`src/rtl/hbr_pkg.sv`:
```
// Shared types for the host bus register interface.
// Assumes a 16-bit host data bus split into two byte lanes.
package hbr_pkg;
    localparam int DATA_W = 16;
    localparam int LANES  = DATA_W / 8;

    typedef enum logic [1:0] {
        CYC_IDLE = 2'd0,
        CYC_WAIT = 2'd1,
        CYC_HOLD = 2'd2
    } cyc_state_e;

    typedef struct packed {
        logic hi;
        logic lo;
    } lane_sel_t;
endpackage

```
`src/rtl/hbr_sync.sv`:
```
// Multi-stage synchronizer for asynchronous host pins.
// Assumes each bit is an independent level; no bus coherency is implied.
module hbr_sync #(
    parameter int W       = 1,
    parameter int STAGES  = 2,
    parameter logic [W-1:0] RST_VAL = '1
) (
    input  logic         clk,
    input  logic         rst_n,
    input  logic [W-1:0] din,
    output logic [W-1:0] dout
);
    logic [W-1:0] stage_q [STAGES];

    // Shift the pin levels through the flop chain.
    always_ff @(posedge clk) begin
        if (!rst_n) begin
            for (int i = 0; i < STAGES; i++) stage_q[i] <= RST_VAL;
        end else begin
            stage_q[0] <= din;
            for (int i = 1; i < STAGES; i++) stage_q[i] <= stage_q[i-1];
        end
    end

    assign dout = stage_q[STAGES-1];
endmodule

```
`src/rtl/hbr_cycle_ctrl.sv`:
```
// Register cycle sequencer: idle, waiting for a fixed count, then holding
// the completion level until the host withdraws the request.
// Assumes req and req_read are already synchronized and mode_ack is static.
module hbr_cycle_ctrl
    import hbr_pkg::*;
#(
    parameter int WAIT_CLKS = 2,
    parameter int ACK_CLKS  = 2
) (
    input  logic clk,
    input  logic rst_n,
    input  logic mode_ack,
    input  logic req,
    input  logic req_read,
    output logic start,
    output logic commit,
    output logic rd_cyc,
    output logic rdy_oe,
    output logic rdy_out,
    output logic data_oe
);
    localparam int MAXD  = (WAIT_CLKS > ACK_CLKS) ? WAIT_CLKS : ACK_CLKS;
    localparam int CNT_W = (MAXD < 2) ? 1 : $clog2(MAXD + 1);

    cyc_state_e       st_q;
    logic [CNT_W-1:0] cnt_q;
    logic             rd_q;

    assign start  = (st_q == CYC_IDLE) && req;
    assign commit = (st_q == CYC_WAIT) && req && (cnt_q == '0);

    // Advance the cycle state and its wait counter.
    always_ff @(posedge clk) begin
        if (!rst_n) begin
            st_q  <= CYC_IDLE;
            cnt_q <= '0;
            rd_q  <= 1'b0;
        end else begin
            unique case (st_q)
                CYC_IDLE: if (req) begin
                    st_q  <= CYC_WAIT;
                    cnt_q <= mode_ack ? CNT_W'(ACK_CLKS - 1) : CNT_W'(WAIT_CLKS - 1);
                    rd_q  <= req_read;
                end
                CYC_WAIT: begin
                    if (!req)              st_q <= CYC_IDLE;
                    else if (cnt_q == '0)  st_q <= CYC_HOLD;
                    else                   cnt_q <= cnt_q - 1'b1;
                end
                CYC_HOLD: if (!req) st_q <= CYC_IDLE;
                default:  st_q <= CYC_IDLE;
            endcase
        end
    end

    // Map state to pin levels for the selected bus style.
    always_comb begin
        rdy_oe  = (st_q != CYC_IDLE);
        rdy_out = mode_ack ? (st_q != CYC_HOLD) : (st_q == CYC_HOLD);
        data_oe = (st_q != CYC_IDLE) && rd_q && req;
        rd_cyc  = rd_q;
    end

    // one clock after the commit point the completion level is driven.
    assert_done_level_R5: assert property (@(posedge clk) disable iff (!rst_n)
        commit |=> (rdy_oe && (rdy_out == !mode_ack)));

    // the ready pin is only driven when a request was present.
    assert_oe_needs_req_R6: assert property (@(posedge clk) disable iff (!rst_n)
        rdy_oe |-> $past(req));

    // data is never driven on a cycle that started as a write.
    assert_read_only_drive_R3: assert property (@(posedge clk) disable iff (!rst_n)
        (start && !req_read) |=> !data_oe);
endmodule

```
`src/rtl/hbr_regfile.sv`:
```
// Bank of byte-lane-writable registers with one write and one read port.
// Assumes wr_idx and rd_idx are always below NUM_REGS.
module hbr_regfile
    import hbr_pkg::*;
#(
    parameter int NUM_REGS = 16,
    localparam int IDX_W   = $clog2(NUM_REGS)
) (
    input  logic              clk,
    input  logic              rst_n,
    input  logic              wr_en,
    input  logic [IDX_W-1:0]  wr_idx,
    input  logic [LANES-1:0]  byte_we,
    input  logic [DATA_W-1:0] wr_data,
    input  logic [IDX_W-1:0]  rd_idx,
    output logic [DATA_W-1:0] rd_data
);
    logic [NUM_REGS*DATA_W-1:0] flat;

    for (genvar r = 0; r < NUM_REGS; r++) begin : g_reg
        for (genvar b = 0; b < LANES; b++) begin : g_lane
            logic [7:0] cell_q;

            // Load one byte cell when its register and lane are selected.
            always_ff @(posedge clk) begin
                if (!rst_n)
                    cell_q <= '0;
                else if (wr_en && (wr_idx == IDX_W'(r)) && byte_we[b])
                    cell_q <= wr_data[b*8 +: 8];
            end

            assign flat[r*DATA_W + b*8 +: 8] = cell_q;
        end
    end

    assign rd_data = flat[rd_idx*DATA_W +: DATA_W];

    // without a write, no register bit moves.
    assert_bank_hold_R2: assert property (@(posedge clk) disable iff (!rst_n)
        !wr_en |=> $stable(flat));
endmodule

```
`src/rtl/hbr_mem_detect.sv`:
```
// Memory cycle detector: one request pulse per host memory cycle.
// Assumes synchronized, active-low inputs and a static mode.
module hbr_mem_detect (
    input  logic clk,
    input  logic rst_n,
    input  logic mode_ack,
    input  logic sel_s_n,
    input  logic rd_s_n,
    input  logic wr_s_n,
    input  logic as_s_n,
    input  logic rw_s,
    output logic mem_req,
    output logic mem_we
);
    logic active, is_wr, prev_q;

    // Decode cycle presence and direction for the chosen bus style.
    always_comb begin
        if (mode_ack) begin
            active = !sel_s_n && !as_s_n;
            is_wr  = !rw_s;
        end else begin
            active = !sel_s_n && (!rd_s_n || !wr_s_n);
            is_wr  = !wr_s_n;
        end
    end

    // Emit a pulse on cycle start and capture its direction.
    always_ff @(posedge clk) begin
        if (!rst_n) begin
            prev_q  <= 1'b0;
            mem_req <= 1'b0;
            mem_we  <= 1'b0;
        end else begin
            prev_q  <= active;
            mem_req <= active && !prev_q;
            if (active && !prev_q) mem_we <= is_wr;
        end
    end

    // requests are single-clock pulses.
    assert_single_pulse_R9: assert property (@(posedge clk) disable iff (!rst_n)
        mem_req |=> !mem_req);

    // direction only changes together with a new request.
    assert_dir_with_pulse_R10: assert property (@(posedge clk) disable iff (!rst_n)
        !$stable(mem_we) |-> mem_req);
endmodule

```
`src/rtl/host_bus_regif.sv`:
```
// Host bus slave for a register bank, in split-strobe or acknowledge style.
// Assumes mode_ack and bus8 are static, and that address, byte enables and
// write data are stable while a strobe is asserted.
module host_bus_regif
    import hbr_pkg::*;
#(
    parameter int NUM_REGS    = 16,
    parameter int WAIT_CLKS   = 2,
    parameter int ACK_CLKS    = 2,
    parameter int SYNC_STAGES = 2,
    localparam int IDX_W      = $clog2(NUM_REGS)
) (
    input  logic              clk,
    input  logic              rst_n,
    input  logic              mode_ack,
    input  logic              bus8,
    input  logic [IDX_W:0]    reg_addr,
    input  logic              bhe_n,
    input  logic              reg_sel_n,
    input  logic              strb_rd_n,
    input  logic              strb_wr_n,
    input  logic              mem_sel_n,
    input  logic              mem_rd_n,
    input  logic              mem_wr_n,
    input  logic [DATA_W-1:0] data_in,
    output logic [DATA_W-1:0] data_out,
    output logic              data_oe,
    output logic              rdy_out,
    output logic              rdy_oe,
    output logic              mem_req,
    output logic              mem_we
);
    logic [5:0] pins_s;
    logic cs_s_n, rd_s_n, wr_s_n, msel_s_n, mrd_s_n, mwr_s_n;

    hbr_sync #(.W(6), .STAGES(SYNC_STAGES), .RST_VAL(6'h3F)) u_sync (
        .clk  (clk),
        .rst_n(rst_n),
        .din  ({reg_sel_n, strb_rd_n, strb_wr_n, mem_sel_n, mem_rd_n, mem_wr_n}),
        .dout (pins_s)
    );
    assign {cs_s_n, rd_s_n, wr_s_n, msel_s_n, mrd_s_n, mwr_s_n} = pins_s;

    logic req, req_read, start, commit, rd_cyc;

    // Decode register cycle presence and direction per bus style.
    always_comb begin
        if (mode_ack) begin
            req      = !cs_s_n && !rd_s_n;
            req_read = wr_s_n;
        end else begin
            req      = !cs_s_n && (!rd_s_n || !wr_s_n);
            req_read = !rd_s_n;
        end
    end

    hbr_cycle_ctrl #(.WAIT_CLKS(WAIT_CLKS), .ACK_CLKS(ACK_CLKS)) u_ctrl (
        .clk     (clk),
        .rst_n   (rst_n),
        .mode_ack(mode_ack),
        .req     (req),
        .req_read(req_read),
        .start   (start),
        .commit  (commit),
        .rd_cyc  (rd_cyc),
        .rdy_oe  (rdy_oe),
        .rdy_out (rdy_out),
        .data_oe (data_oe)
    );

    logic [IDX_W-1:0] idx_q;
    logic             a0_q;

    // Capture the register index and byte address when a cycle opens.
    always_ff @(posedge clk) begin
        if (!rst_n) begin
            idx_q <= '0;
            a0_q  <= 1'b0;
        end else if (start) begin
            idx_q <= reg_addr[IDX_W:1];
            a0_q  <= reg_addr[0];
        end
    end

    lane_sel_t         lanes;
    logic [DATA_W-1:0] wdata;

    // Select byte lanes and write data for the bus style and width.
    always_comb begin
        if (mode_ack) begin
            lanes.hi = !reg_addr[0];
            lanes.lo = !bhe_n;
            wdata    = data_in;
        end else if (bus8) begin
            lanes.hi = reg_addr[0];
            lanes.lo = !reg_addr[0];
            wdata    = {data_in[7:0], data_in[7:0]};
        end else begin
            lanes.hi = !bhe_n;
            lanes.lo = !reg_addr[0];
            wdata    = data_in;
        end
    end

    logic [DATA_W-1:0] rd_word;

    hbr_regfile #(.NUM_REGS(NUM_REGS)) u_regs (
        .clk    (clk),
        .rst_n  (rst_n),
        .wr_en  (commit && !rd_cyc),
        .wr_idx (idx_q),
        .byte_we({lanes.hi, lanes.lo}),
        .wr_data(wdata),
        .rd_idx (idx_q),
        .rd_data(rd_word)
    );

    // Narrow read data to one byte on the 8-bit path.
    always_comb begin
        if (bus8 && !mode_ack)
            data_out = {8'h00, (a0_q ? rd_word[15:8] : rd_word[7:0])};
        else
            data_out = rd_word;
    end

    hbr_mem_detect u_mem (
        .clk     (clk),
        .rst_n   (rst_n),
        .mode_ack(mode_ack),
        .sel_s_n (msel_s_n),
        .rd_s_n  (mrd_s_n),
        .wr_s_n  (mwr_s_n),
        .as_s_n  (rd_s_n),
        .rw_s    (wr_s_n),
        .mem_req (mem_req),
        .mem_we  (mem_we)
    );

    // a cycle never starts without the register select.
    assert_select_needed_R6: assert property (@(posedge clk) disable iff (!rst_n)
        $rose(rdy_oe) |-> !$past(cs_s_n));

    // on the 8-bit path the upper data lanes stay quiet.
    assert_narrow_upper_R8: assert property (@(posedge clk) disable iff (!rst_n)
        (bus8 && !mode_ack && data_oe) |-> (data_out[15:8] == 8'h00));
endmodule

```
`config.mk`:
```
export PLATFORM = sky130hd
export DESIGN_NAME = host_bus_regif
export DESIGN_NICKNAME = d
export VERILOG_FILES = /design/src/rtl/hbr_pkg.sv /design/src/rtl/hbr_sync.sv /design/src/rtl/hbr_cycle_ctrl.sv /design/src/rtl/hbr_regfile.sv /design/src/rtl/hbr_mem_detect.sv /design/src/rtl/host_bus_regif.sv
export SDC_FILE = /design/constraint.sdc
export NUM_CORES = 1
export LEC_CHECK = 0
export CAP_MARGIN = 5
export CORE_UTILIZATION = 40
export CTS_BUF_LIST = sky130_fd_sc_hd__clkbuf_16
export DETAILED_ROUTE_END_ITERATION = 10
export DONT_BUFFER_PORTS = 1
export HOLD_SLACK_MARGIN = 0.02
export PLACE_DENSITY = 0.54
export SYNTH_ARGS = -nofsm -noshare
export SYNTH_HDL_FRONTEND = slang
export SYNTH_HIERARCHICAL = 1
export SYNTH_SLANG_ARGS = --single-unit
```
`constraint.sdc`:
```
create_clock -name clk -period 3.25 [get_ports clk]
set_input_delay 0.1625 -clock clk [delete_from_list [all_inputs] [get_ports clk]]
set_output_delay 0.1625 -clock clk [all_outputs]
set_load 0.05 [all_outputs]
```
* Word level (Yosys, flattened, before mapping)
Memories as Yosys holds them, arrays and structs flattened.
Cells that the tools add are included.
** Cells by class
- $add $sub $neg :: 1
- Muxes and demuxes :: 23
- Shift operators :: 1
- Bitwise gates (word level) :: 2
- Equality and inequality tests :: 23
- Reduce and logical (&&, ||, !) cells :: 81
** Operator list (count)
- $shiftx 256x9->16 :: 1
- $logic_and 1x1->1 :: 60
- $mux 16 :: 3
- $eq 4x4->1 const B :: 8
- $eq 4x3->1 const B :: 4
- $mux 2 :: 8
- $mux 6 :: 2
- $logic_not 1->1 :: 11
- $eq 4x2->1 const B :: 2
- $mux 8 :: 1
- $mux 1 :: 7
- $ne 2x2->1 const B :: 3
- $pmux 2 s3 :: 1
- $eq 4x1->1 const B :: 1
- $logic_not 2->1 :: 2
- $logic_not 4->1 :: 1
- $ne 2x1->1 const B :: 2
- $pmux 2 s2 :: 1
- $reduce_and 4->1 :: 1
- $reduce_bool 2->1 :: 2
- $ne 3x3->1 const B :: 1
- $reduce_and 3->1 :: 1
- $eq 2x1->1 const B :: 1
- $eq 2x2->1 const B :: 1
- 4 further kinds :: 6
** Word-level totals
- Output and inout bits :: 21
- Memory bits (writable) :: 12
- Input bits :: 32
- Logic and storage cells :: 172
- Memories kept :: 1
- Register bits after elaboration :: 269
** Memory list
- u_sync.stage_q :: depth 2, width 6, read ports 2, clocked after memory_dff 0, write ports 2, RTL line hbr_sync.sv:13 : logic [W-1:0] stage_q [STAGES];

* Depth between registers and ports, before layout
- Depth in word-level cells :: 9
- Mapped depth :: 12
- Depth with buffers taken out :: 8

* By module
The synthesis kept the hierarchy.
** By module, submodules not included
- hbr_regfile :: instances 1, cells each 1359, area each 12401.9 um^2, sequential area each 5124.9 um^2
- host_bus_regif :: instances 1, cells each 54, area each 535.5 um^2, sequential area each 100.1 um^2
- hbr_sync :: instances 1, cells each 31, area each 384.1 um^2, sequential area each 240.2 um^2
- hbr_cycle_ctrl :: instances 1, cells each 29, area each 256.5 um^2, sequential area each 100.1 um^2
- hbr_mem_detect :: instances 1, cells each 12, area each 130.1 um^2, sequential area each 60.1 um^2

* Worst setup path before layout
OpenSTA, ideal clock, no wires.
- Path kind :: reg2reg
- Start point :: memory u_sync.stage_q[1][3], in the netlist u_sync/stage_q[0][9]
- End point :: register u_regs.g_reg[0].g_lane[0].cell_q[5]
- Library setup time :: 0.118 ns
- Buffers on the path :: 2
- Data arrival time :: 2.127 ns
- Data required time :: 3.132 ns
- Cell stages (with the launch flop) :: 11
- Clock period less this slack :: 2.245 ns
- Path slack :: 1.005 ns
- Cell sequence :: dfxtp_1 -> buf_4 -> o21a_1 -> nor2_1 -> nand2b_1 -> nor2_1 -> nor2b_1 -> or4b_1 -> clkbuf_1 -> o21ai_1 -> a21boi_1
** RTL lines
- from (decl) :: RTL line hbr_sync.sv:13
- to (signal assigned) :: RTL line hbr_regfile.sv:29 : cell_q <= wr_data[b*8 +: 8];
- to (decl) :: RTL line hbr_regfile.sv:22 : logic [7:0] cell_q;

* Worst setup path after layout
- Start point :: register idx_q[2]
- End point :: output port data_out[9]
** Between the ends
- Cells in the longest elaborated chain, start to end :: 2
** RTL lines
- from (decl) :: RTL line host_bus_regif.sv:71 : logic [IDX_W-1:0] idx_q;
- from (signal assigned) :: RTL line host_bus_regif.sv:80 : idx_q <= reg_addr[IDX_W:1];
- $shiftx 256x9->16 :: RTL line hbr_regfile.sv:36 : assign rd_data = flat[rd_idx*DATA_W +: DATA_W];
- via rd_word[9] :: RTL line host_bus_regif.sv:105 : logic [DATA_W-1:0] rd_word;
- $mux 16 :: RTL line host_bus_regif.sv:120 : if (bus8 && !mode_ack)
- to (decl) :: RTL line host_bus_regif.sv:26 : output logic [DATA_W-1:0] data_out,
The timed path passes the listed nets, and every way through them passes these cells.

==> metrics.csv <==
metric;value;unit
status;finished clean;
nets;1454;
drt_first_pass_iters;7;
h-tree-depth;2;
final_common_cell;dfxtp_1;
setup_viol;0;
yosysSeqAreaShare;41.0;%
synthAdderAreaFrac;0.0913;%
cp_slowest_cell;and2_1;
ant_nets;0;
dpl.cell_count;1782;
netlist_area;13700;sq um
muxShareOfSynthArea;12.4;%
cellPowerDensity;475;nW/um^2
fmax;0.332;GHz
synth_fp_nets;1518;
crit_type;reg -> out;
layout-drive-gt1-share;14.4;%
synth_top_family_by_area;compound AO/OA/AOI/OAI gates;
avgViaCountPerCell;6.14;
crit_path_frequent_cell;and2_1;
crit_arrival;2.85;ns
cp.required;3.09;ns
grt_max_degree;252;
wirelength;44900;um
drtIter0Drc;1083;
vias;11625;
hold_class;in -> reg;
crit_family;simple AND/OR/NAND/NOR gates;
grt_pass1_wl;69800;um
ys.flop_type;dfxtp_1;
synth_cell_type_count;47;
slew_headroom;18.0;%
hold_viol_final;0;
path_max_fanout;13;
fin_crit_sh;92.6;%
die_x;187;um
fin_tns_setup;0;ns
tightest_slew;1.23;ns
yosys_warnings;6;
syn_to_final_growth;13.1;%
fin_cells;1893;
dieArea;35000;sq um
yosys.area_share.simple;14.1;%
drv_slew;0;
cp-start-kind;register;
drc;0;
ir_drop;0.000292;V
clk_latency;0.51;ns
cts_root_buf;clkbuf_16;
cts_tree;built;
period_minus_slack;3.01;ns
cts_sinks;281;
avgRoutedWirePerCell;23.7;um
synth_edf_count;0;
synth-async-reset-ratio;0;%
grt_overflow;0;
grt_pass1_vias;11261;
final_cell_mix;dfxtp_1, nand3_1, o21ai_0, a21boi_1, mux4_2;
port_buffers;0;
design.core.area;33600;sq um
ys_ff_latch;281;
clk_pin_slew;0.06;ns
worst_setup_path_end_kind;output pin;
io_pins;53;
synthCells;1485;
drv_cap;0;
p_leak;5.02;nW
rsz0062_at_grt;no;
skew;0.0100;ns
fp.dieH;187;um
gp_congestion;0.754;
path_cells;and2_1, buf_4, a22oi_1, nand2_1, and2_1;
initial_core_util;40.8;%
antennaDiodeCount;0;
cts_buffers;34;
syn_area_per_cell;9.23;sq um
dp_hpwl;24400;um
antenna_found_initial;0;
row_count;67;
synth_compound_area_share;25.7;%
cts_buffer_depth;3;
critical_path.max_stage_delay;0.70;ns
synth_xor_area_share;0.0639;%
worst-path-buf-inv;1;
grtUsageTotal;25.3;%
-- timing repair --
action                                 CTS  global route
endpoints found under the hold margin  281             0
hold buffers                            48             0
resized for setup                        0             1
buffers inserted                         0             3
setup endpoints to repair                0             7
-- metal layers --
metal  vias to the layer above  track usage [%]  wire length (um)
li1                       5300                -                 -
met1                      5919             33.8             19800
met2                       333             43.0             21900
met3                        73             3.28              2180
met4                         0             6.72               981
met5                         -                0                 0
-- Yosys cell counts (2+ instances only) --
master | n | area share [%]
a21boi_0 | 41 | 2.2
a21boi_1 | 215 | 12
a22oi_1 | 32 | 1.8
and2_1 | 13 | 0.59
and3_1 | 2 | 0.091
and4b_1 | 3 | 0.22
and4bb_2 | 3 | 0.27
buf_1 | 25 | 0.68
buf_2 | 49 | 1.8
buf_4 | 10 | 0.55
buf_6 | 3 | 0.25
clkbuf_1 | 118 | 3.2
dfxtp_1 | 281 | 41
inv_1 | 3 | 0.082
mux2_2 | 16 | 1.3
mux2i_1 | 8 | 0.58
mux4_2 | 64 | 11
nand2_1 | 25 | 0.68
nand2b_1 | 12 | 0.55
nand2b_2 | 5 | 0.32
nand3_1 | 257 | 9.4
nand4b_1 | 3 | 0.19
nand4bb_1 | 3 | 0.25
nor2_1 | 4 | 0.11
nor2b_1 | 10 | 0.46
o21ai_0 | 226 | 8.3
o21ai_1 | 34 | 1.2
-- worst paths after layout --
check,start,to,slack [ns],depth (start not counted)
worst max-delay path,idx_q[2]$_SDFFE_PN0P_,data_out[9],0.24,5
worst min-delay path,rst_n,u_ctrl/cnt_q[1]$_SDFFE_PN0P_,0.24,3
worst max register to register,u_sync/stage_q[0][9]$_SDFF_PN1_,u_regs/g_reg[4].g_lane[0].cell_q[0]$_SDFFE_PN0P_,0.29,11
worst min register to register,u_ctrl/cnt_q[1]$_SDFFE_PN0P_,u_ctrl/cnt_q[1]$_SDFFE_PN0P_,0.45,2
-- cell families after synthesis --
kind of cell    count (synthesis)
flops                         281
mux                            88
compound gates                554
xor+xnor                        1
fa+ha+maj                       1
simple gates                  352
buf+inv                       208
-- registers in the layout, indices dropped and copies added, names as in the netlist --
name,flops
u_mem/prev_q,1
idx_q,4
u_ctrl/st_q,2
u_ctrl/rd_cyc,1
u_ctrl/cnt_q,2
u_mem/mem_req,1
a0_q,1
u_sync/stage_q,12
u_mem/mem_we,1
u_regs/g.g_lane.cell_q,256
-- worst register-to-register path, delay by kind of cell (launching register included) --
kind,cells,cell delay [ns]
DFF,1,0.33
buffers and inverters,3,1.06
AOI/OAI and AO/OA,3,0.44
and+or+nand+nor,5,1.02
-- layout make-up --
type | count | area, sq um
fillers | 3177 | 18100
multi-input cells | 996 | 7220
flip-flops and latches | 281 | 5630
repair buffers | 105 | 1060
clock buffers | 37 | 926
well taps | 448 | 561
clock inverters | 23 | 96.3
inverters | 3 | 11.3
-- where the power goes --
group          switching, mW  internal [mW]  total (mW)
registers            0.00843           3.45        3.46
logic                  0.263          0.120       0.383
clock network           1.48           2.04        3.52
-- through the flow --
step	hold WS, ns	instance area, sq um	power (mW)	worst slack [ns]	utilization (%)
after floorplan	0.236	13700	3.79	1.00	-
after global routing	0.272	15500	7.58	0.0672	46.1
after CTS	0.251	15500	7.41	0.0585	46.0
after detailed placement	0.245	14000	3.81	0.596	41.5
after global placement	0.266	14000	3.82	0.600	41.5
final	0.239	15500	7.36	0.240	46.1
Note: power is estimated with default switching activity, not from simulation.
